==> src/rtl/wk_power_pkg.sv <==
package wk_power_pkg;

    typedef enum logic [1:0] {
        PS_IDLE  = 2'd0,
        PS_DRIVE = 2'd1,
        PS_HOLD  = 2'd2
    } pwr_state_e;

    typedef struct packed {
        logic [7:0] day;
        logic [7:0] hour;
        logic [7:0] min;
        logic [7:0] sec;
    } tod_t;

endpackage

==> src/rtl/wk_alarm_cmp.sv <==
module wk_alarm_cmp
    import wk_power_pkg::*;
(
    input  logic clk,
    input  logic rst_n,
    input  logic arm,
    input  tod_t cur,
    input  tod_t alm,
    output logic hit
);
    logic match;
    logic match_q;

    // A full four-field match counts only while the wake path is armed.
    assign match = arm && (cur == alm);

    always_ff @(posedge clk or negedge rst_n) begin
        if (!rst_n) begin
            match_q <= 1'b0;
        end else begin
            match_q <= match;
        end
    end

    // One event per match episode.
    assign hit = match && !match_q;
endmodule

==> src/rtl/wk_ks_qual.sv <==
module wk_ks_qual #(
    parameter int MIN_TICKS = 8
) (
    input  logic clk,
    input  logic rst_n,
    input  logic tick,
    input  logic active,
    input  logic ks_n,
    output logic fire
);
    localparam int CW = $clog2(MIN_TICKS + 1);
    localparam logic [CW-1:0] LAST = CW'(MIN_TICKS - 1);

    logic          s1, s2;
    logic          armed;
    logic [CW-1:0] cnt;

    // Two-stage synchroniser for the asynchronous pin.
    always_ff @(posedge clk or negedge rst_n) begin
        if (!rst_n) begin
            s1 <= 1'b1;
            s2 <= 1'b1;
        end else begin
            s1 <= ks_n;
            s2 <= s1;
        end
    end

    always_ff @(posedge clk or negedge rst_n) begin
        if (!rst_n) begin
            armed <= 1'b0;
            cnt   <= '0;
        end else if (!active) begin
            armed <= s2;
            cnt   <= '0;
        end else if (s2) begin
            armed <= 1'b1;
            cnt   <= '0;
        end else if (tick && armed) begin
            if (cnt == LAST) begin
                armed <= 1'b0;
                cnt   <= '0;
            end else begin
                cnt <= cnt + 1'b1;
            end
        end
    end

    assign fire = active && !s2 && tick && armed && (cnt == LAST);
endmodule

==> src/rtl/wk_pwr_fsm.sv <==
module wk_pwr_fsm
    import wk_power_pkg::*;
#(
    parameter int TIMEOUT_TICKS = 64
) (
    input  logic clk,
    input  logic rst_n,
    input  logic tick,
    input  logic vbaux_ok,
    input  logic vcc_good,
    input  logic wake_hit,
    input  logic ks_hit,
    input  logic flag_rd,
    output logic pwr_n,
    output logic pwr_oe,
    output logic tdf,
    output logic ksf
);
    localparam int TW = $clog2(TIMEOUT_TICKS + 1);
    localparam logic [TW-1:0] T_LAST = TW'(TIMEOUT_TICKS - 1);

    pwr_state_e    state, state_nx;
    logic [TW-1:0] tmr;
    logic          accept;

    assign accept = (state == PS_IDLE) && vbaux_ok && (wake_hit || ks_hit);

    always_comb begin
        state_nx = state;
        unique case (state)
            PS_IDLE: begin
                if (accept) state_nx = PS_DRIVE;
            end
            PS_DRIVE: begin
                if (!vbaux_ok)                    state_nx = PS_IDLE;
                else if (vcc_good)                state_nx = PS_HOLD;
                else if (tick && (tmr == T_LAST)) state_nx = PS_IDLE;
            end
            PS_HOLD: begin
                if (!vbaux_ok || !vcc_good) state_nx = PS_IDLE;
            end
            default: state_nx = PS_IDLE;
        endcase
    end

    always_ff @(posedge clk or negedge rst_n) begin
        if (!rst_n) begin
            state <= PS_IDLE;
        end else begin
            state <= state_nx;
        end
    end

    always_ff @(posedge clk or negedge rst_n) begin
        if (!rst_n) begin
            tmr <= '0;
        end else if (state != PS_DRIVE) begin
            tmr <= '0;
        end else if (tick) begin
            tmr <= tmr + 1'b1;
        end
    end

    always_ff @(posedge clk or negedge rst_n) begin
        if (!rst_n) begin
            tdf <= 1'b0;
            ksf <= 1'b0;
        end else begin
            if (accept && wake_hit) tdf <= 1'b1;
            else if (flag_rd)       tdf <= 1'b0;
            if (accept && ks_hit)   ksf <= 1'b1;
            else if (flag_rd)       ksf <= 1'b0;
        end
    end

    always_comb begin
        pwr_oe = (state != PS_IDLE);
        pwr_n  = !pwr_oe;
    end
endmodule

==> src/rtl/wk_power_ctl.sv <==
module wk_power_ctl
    import wk_power_pkg::*;
#(
    parameter int KS_MIN_TICKS      = 8,
    parameter int PWR_TIMEOUT_TICKS = 64
) (
    input  logic       clk,
    input  logic       rst_n,
    input  logic       tick,
    input  logic [7:0] cur_day,
    input  logic [7:0] cur_hour,
    input  logic [7:0] cur_min,
    input  logic [7:0] cur_sec,
    input  logic [7:0] alm_day,
    input  logic [7:0] alm_hour,
    input  logic [7:0] alm_min,
    input  logic [7:0] alm_sec,
    input  logic       wake_en,
    input  logic       xfer_en,
    input  logic       vcc_good,
    input  logic       vbaux_ok,
    input  logic       osc_run,
    input  logic       ks_n,
    input  logic       flag_rd,
    output logic       pwr_n,
    output logic       pwr_oe,
    output logic       tdf,
    output logic       ksf
);
    tod_t cur_t, alm_t;
    logic standby;
    logic wake_hit, ks_hit;

    assign cur_t   = '{day: cur_day, hour: cur_hour, min: cur_min, sec: cur_sec};
    assign alm_t   = '{day: alm_day, hour: alm_hour, min: alm_min, sec: alm_sec};
    assign standby = vbaux_ok && osc_run && !vcc_good;

    wk_alarm_cmp u_cmp (
        .clk   (clk),
        .rst_n (rst_n),
        .arm   (standby && wake_en && xfer_en),
        .cur   (cur_t),
        .alm   (alm_t),
        .hit   (wake_hit)
    );

    wk_ks_qual #(.MIN_TICKS(KS_MIN_TICKS)) u_ks (
        .clk    (clk),
        .rst_n  (rst_n),
        .tick   (tick),
        .active (standby),
        .ks_n   (ks_n),
        .fire   (ks_hit)
    );

    wk_pwr_fsm #(.TIMEOUT_TICKS(PWR_TIMEOUT_TICKS)) u_fsm (
        .clk      (clk),
        .rst_n    (rst_n),
        .tick     (tick),
        .vbaux_ok (vbaux_ok),
        .vcc_good (vcc_good),
        .wake_hit (wake_hit),
        .ks_hit   (ks_hit),
        .flag_rd  (flag_rd),
        .pwr_n    (pwr_n),
        .pwr_oe   (pwr_oe),
        .tdf      (tdf),
        .ksf      (ksf)
    );
endmodule

==> config.mk <==
export PLATFORM = sky130hd
export DESIGN_NAME = wk_power_ctl
export DESIGN_NICKNAME = d
export VERILOG_FILES = /design/src/rtl/wk_power_pkg.sv /design/src/rtl/wk_alarm_cmp.sv /design/src/rtl/wk_ks_qual.sv /design/src/rtl/wk_pwr_fsm.sv /design/src/rtl/wk_power_ctl.sv
export SDC_FILE = /design/constraint.sdc
export NUM_CORES = 1
export LEC_CHECK = 0
export ABC_AREA = 1
export BUFFER_PORTS_ARGS = -buffer_cell sky130_fd_sc_hd__buf_2
export CORE_MARGIN = 2
export CORE_UTILIZATION = 51
export DETAILED_ROUTE_END_ITERATION = 12
export GPL_TIMING_DRIVEN = 0
export PLACE_DENSITY = 0.86
export SKIP_CTS_REPAIR_TIMING = 1
export SYNTH_ARGS = -nofsm -noshare
export SYNTH_HDL_FRONTEND = slang
export SYNTH_SLANG_ARGS = --single-unit
==> constraint.sdc <==
create_clock -name clk -period 3.76 [get_ports clk]
set_clock_uncertainty 0.05 [all_clocks]
set_input_delay 0.188 -clock clk [delete_from_list [all_inputs] [get_ports clk]]
set_output_delay 0.188 -clock clk [all_outputs]
set_load 0.01 [all_outputs]
# Word-level counts from Yosys, hierarchy flattened
# Cells that the tools add are included.
totals:
  word_cells: 71
  in_bits: 74
  ff_bits: 19
op_classes:
  n_eq_ne: 11
  n_reduce_logical: 30
  muxes: 19
  n_addsub: 2
ops:
  columns: ["op", "n"]
  rows:
  - ["$eq A32 B32 Y1", 1]
  - ["$logic_and A1 B1 Y1", 16]
  - ["$mux W4", 4]
  - ["$mux W7", 2]
  - ["$mux W2", 5]
  - ["$reduce_bool A2 Y1", 4]
  - ["$add A7 B1 Y7 const B", 1]
  - ["$eq A7 B6 Y1 const B", 1]
  - ["$mux W1", 7]
  - ["$ne A2 B1 Y1 const B", 3]
  - ["$ne A3 B1 Y1 const B", 2]
  - ["$pmux W2 S3", 1]
  - ["$logic_not A1 Y1", 5]
  - ["$add A4 B1 Y4 const B", 1]
  - ["$eq A4 B3 Y1 const B", 1]
  - ["$ne A4 B3 Y1 const B", 1]
  - ["$reduce_and A3 Y1", 1]
  - ["$eq A2 B1 Y1 const B", 1]
  - ["$eq A2 B2 Y1 const B", 1]
  - ["$logic_not A2 Y1", 1]
  - ["$logic_or A1 B1 Y1", 2]
  - ["$reduce_and A2 Y1", 1]

# Longest topological paths before layout
depth:
  depth_word: 10
  mapped_depth: 12
  depth_no_buf: 12

# Cells and area by module
# From an unflattened synthesis, not the netlist that was laid out.
unflattened:
  hier_cells: 260
  area_unflattened_um2: 1567.8
by_module_without_submodules:
  columns: ["module", "seq_area_each_um2", "instances", "area_per_inst_um2", "cells_each"]
  rows:
  - ["wk_alarm_cmp", 25.0, 1, 629.4, 145]
  - ["wk_pwr_fsm", 275.3, 1, 579.3, 72]
  - ["wk_ks_qual", 177.7, 1, 331.6, 38]
  - ["wk_power_ctl", 0.0, 1, 27.5, 5]

# Worst setup path after synthesis
# No wires, ideal clock.
synth_path:
  path_type: "flip-flop to flip-flop"
  start: "register u_fsm.tmr[0]"
  end: "register u_fsm.state[0]"
  stages_incl_launch_ff: 10
  arrival_time_ns: 1.115
  setup_slack_ns: 2.529
  n_path_buf: 0
  setup_ns: 0.066
  cell_sequence: "dfrtp_1 -> ha_1 -> nand2_1 -> inv_1 -> and3_1 -> nand2_1 -> inv_1 -> nand3b_1 -> nand4_1 -> nand2_1"
synth_between:
  elab_chain_cells: 4
synth_lines:
  columns: ["item", "line", "rtl"]
  rows:
  - ["from (decl)", "wk_pwr_fsm.sv:23", "logic [TW-1:0] tmr;"]
  - ["from (signal assigned)", "wk_pwr_fsm.sv:60", "tmr <= tmr + 1'b1;"]
  - ["$eq A7 B6 Y1", "wk_pwr_fsm.sv:37", "else if (tick && (tmr == T_LAST)) state_nx = PS_IDLE;"]
  - ["$logic_and A1 B1 Y1", "wk_pwr_fsm.sv:37", null]
  - ["$ne A4 B3 Y1 (no line)", null, null]
  - ["$reduce_and A3 Y1 (no line)", null, null]
  - ["to (signal assigned)", "wk_pwr_fsm.sv:50", "state <= state_nx;"]
  - ["to (decl)", "wk_pwr_fsm.sv:22", "pwr_state_e state, state_nx;"]
# No other way between the ends.
# A chain may end at the register's enable or synchronous reset.

# Worst setup path in the final report
# Ends and elaborated chain as after synthesis.

==> results.md <==
- Rel. slew slack: 70.5%
- CTS max path bufs: 2
- Post-synthesis cell area: between 0.0015 and 0.002 sq mm
- Die area: 0.00379 sq mm
- Max Fclk: 719 MHz
- Via count: 2047
- Total power draw: 0.438 mW
- Syn nets: about 390
- Met2 Usage GRT: 47.1%
- Synth Area per Inst: about 5.4 sq um
- Final-report max-slew violation count: 0
- Seq/Total Area, Yosys: 28.3%
- Port bufs: 77
- Critical path class: reg2reg
- Final setup fails: 0
- Gpl congestion: 0.831
- Status: complete, no violations
- Max VDD drop: 0.000108 V
- Crit start category: flip-flop
- Tcrit/Tclk final: 37.0%
- Vias in the first global route: ~1900
- CP required: 3940 ps
- First-pass GRT wire length: 6.93 mm
- Leak pwr: between 1 and 1.5 nW
- Total track usage: a little under a quarter
- Post-DR wirelength/cell: 9.56 um
- Share of post-route cells with drive strength above 1: 21.6%
- GR peak layer: met2
- Clk root buf: clkbuf_4
- Synth warn: 0
- Crit-path max FO: 3
- Drt pass-1 iters: 4
- Max reg flops: 7
- Placed cell area: 0.00213 sq mm
- Synthesis-to-finish area growth: 28.9%
- Power per cell area: 201 mW/mm^2
- Crit. End Element: flip-flop
- Initial Utilization: 54.4%
- Fin util: 70.2%
- Final nets: 471
- Mapped Cells: 311
- Reg clk slew, reported paths: 110 ps
- Reg with most FFs: u_fsm.tmr
- Core area: 0.00310 sq mm
- Num ports: 78
- Antenna Cells: 0
- Number of clock buffers inserted by TritonCTS: 3
- Largest net degree at the start of global routing: 20
- Starting DRT DRC Count: 81
- RSZ-0062 raised after global routing: no
- DP HPWL: 3.68 mm
- Grt ovf: 0
- #FFs+latches synth: 19
- Placed cells: 432
- CTS sink cnt: 19
- Setup TNS: 0 ps
- FP Rows: 20
- Die X: 61.6 um
- Drt total wl: 4.19 mm
- DP Worst Slack: around 2400 ps
- Final min period: 1390 ps
- Fin cells: 438
- Worst endpoint data arrival time: 1580 ps
- Fin. Hold Viols: 0
- Design Area, Final: around 0.0022 sq mm
- Routed vias/inst: ~4.7
- Least-Margin Pin Slew: approximately 440 ps
- Synth unique cells: 18
- HP Class: in2reg
- CTS tree: yes
- CTS HTree Levels: 1
- Antenna Nets Post-Route: 0
- Routing usage on met1: 26.3%
- Residual DRC: 0
- Worst-Skew Late Latency: 290 ps
- Grt met3 use: 2.31%
- Die Y: between 60 and 70 um
- Number of max-cap violations: 0
- Final hold slack: 32.7 ps
- Initial antenna violation count: 0
- Largest regs: u_fsm.tmr: 7 flops, u_ks.cnt: 4 flops, u_fsm.state: 2 flops
- Setup slack after layout: around 2400 ps
critical path, cell delays in order (launching register included):
cell and delay [ps]:
dfrtp_1 410, ha_1 200, nand2_1 60, inv_1 50
and3_1 150, nand2_1 90, inv_1 60, nand3b_1 100
nand4_1 80, nand2_1 90
cells in the final DEF, fill, tap and decap left out, types with 2 or more instances in the layout:
master,instances
ha_1,2
nor4_1,4
nor3_1,6
nand4_1,11
clkbuf_4,3
o21ai_0,8
dfstp_2,2
inv_1,80
dfrtp_1,17
and3_1,2
a21oi_1,6
dlygate4sd3_1,2
nand2_1,116
buf_2,77
nor2_1,44
nand3_1,8
path summary, 6_finish.rpt:
| kind | from | to | slack [ps] | depth (start not counted) |
|---|---|---|---|---|
| min | flag_rd | u_fsm.ksf | 30 | 2 |
| max reg2reg | u_fsm.tmr[0] | u_fsm.state[0] | 2370 | 9 |
| max in group asynchronous | rst_n | u_ks.s1 | 3040 | 2 |
| min in group asynchronous | rst_n | u_fsm.ksf | 300 | 2 |
| min reg2reg | u_ks.s1 | u_ks.s2 | 320 | 0 |
| max | u_fsm.tmr[0] | u_fsm.state[0] | 2370 | 9 |
Yosys cell counts:
master / count / area, sq um
a21oi_1: 6 / 30.0
a31o_2: 1 / 8.76
and3_1: 2 / 12.5
and3_2: 1 / 7.51
dfrtp_1: 17 / 425
dfstp_2: 2 / 52.6
ha_1: 2 / 25.0
inv_1: 80 / 300
nand2_1: 116 / 435
nand3_1: 8 / 40.0
nand3b_1: 1 / 7.51
nand4_1: 11 / 68.8
nor2_1: 44 / 165
nor3_1: 6 / 30.0
nor4_1: 4 / 25.0
o21ai_0: 8 / 40.0
o22ai_1: 1 / 6.26
o32ai_1: 1 / 8.76
power breakdown:
group | internal (mW) | switching, mW
clock | 0.0395 | 0.0636
combinational | 0.0560 | 0.0707
sequential | 0.207 | 0.000899
total | 0.303 | 0.135
layer usage:
layer,vias to the layer above,part of all wire (%)
li1,1103,-
met1,880,43
met2,60,51
met3,4,4.8
met4,0,1.2
met5,-,0
cell type report:
class	count	area, sq um
Fill cell	301	926
Clock buffer	3	22.5
Inverter	80	300
Clock inverter	1	5.00
Timing Repair Buffer	79	405
Tap cell	44	55.1
Multi-Input combinational cell	212	911
Sequential cell	19	478
kinds of logic after synthesis:
| kind of cell | count (synthesis) | synth area share, % |
|---|---|---|
| simple gates | 193 | 46.9 |
| buf+inv | 80 | 17.8 |
| flops | 19 | 28.3 |
| compound gates | 17 | 5.56 |
| fa+ha+maj | 2 | 1.48 |
No activity file was read; power rests on OpenSTA's default activity.
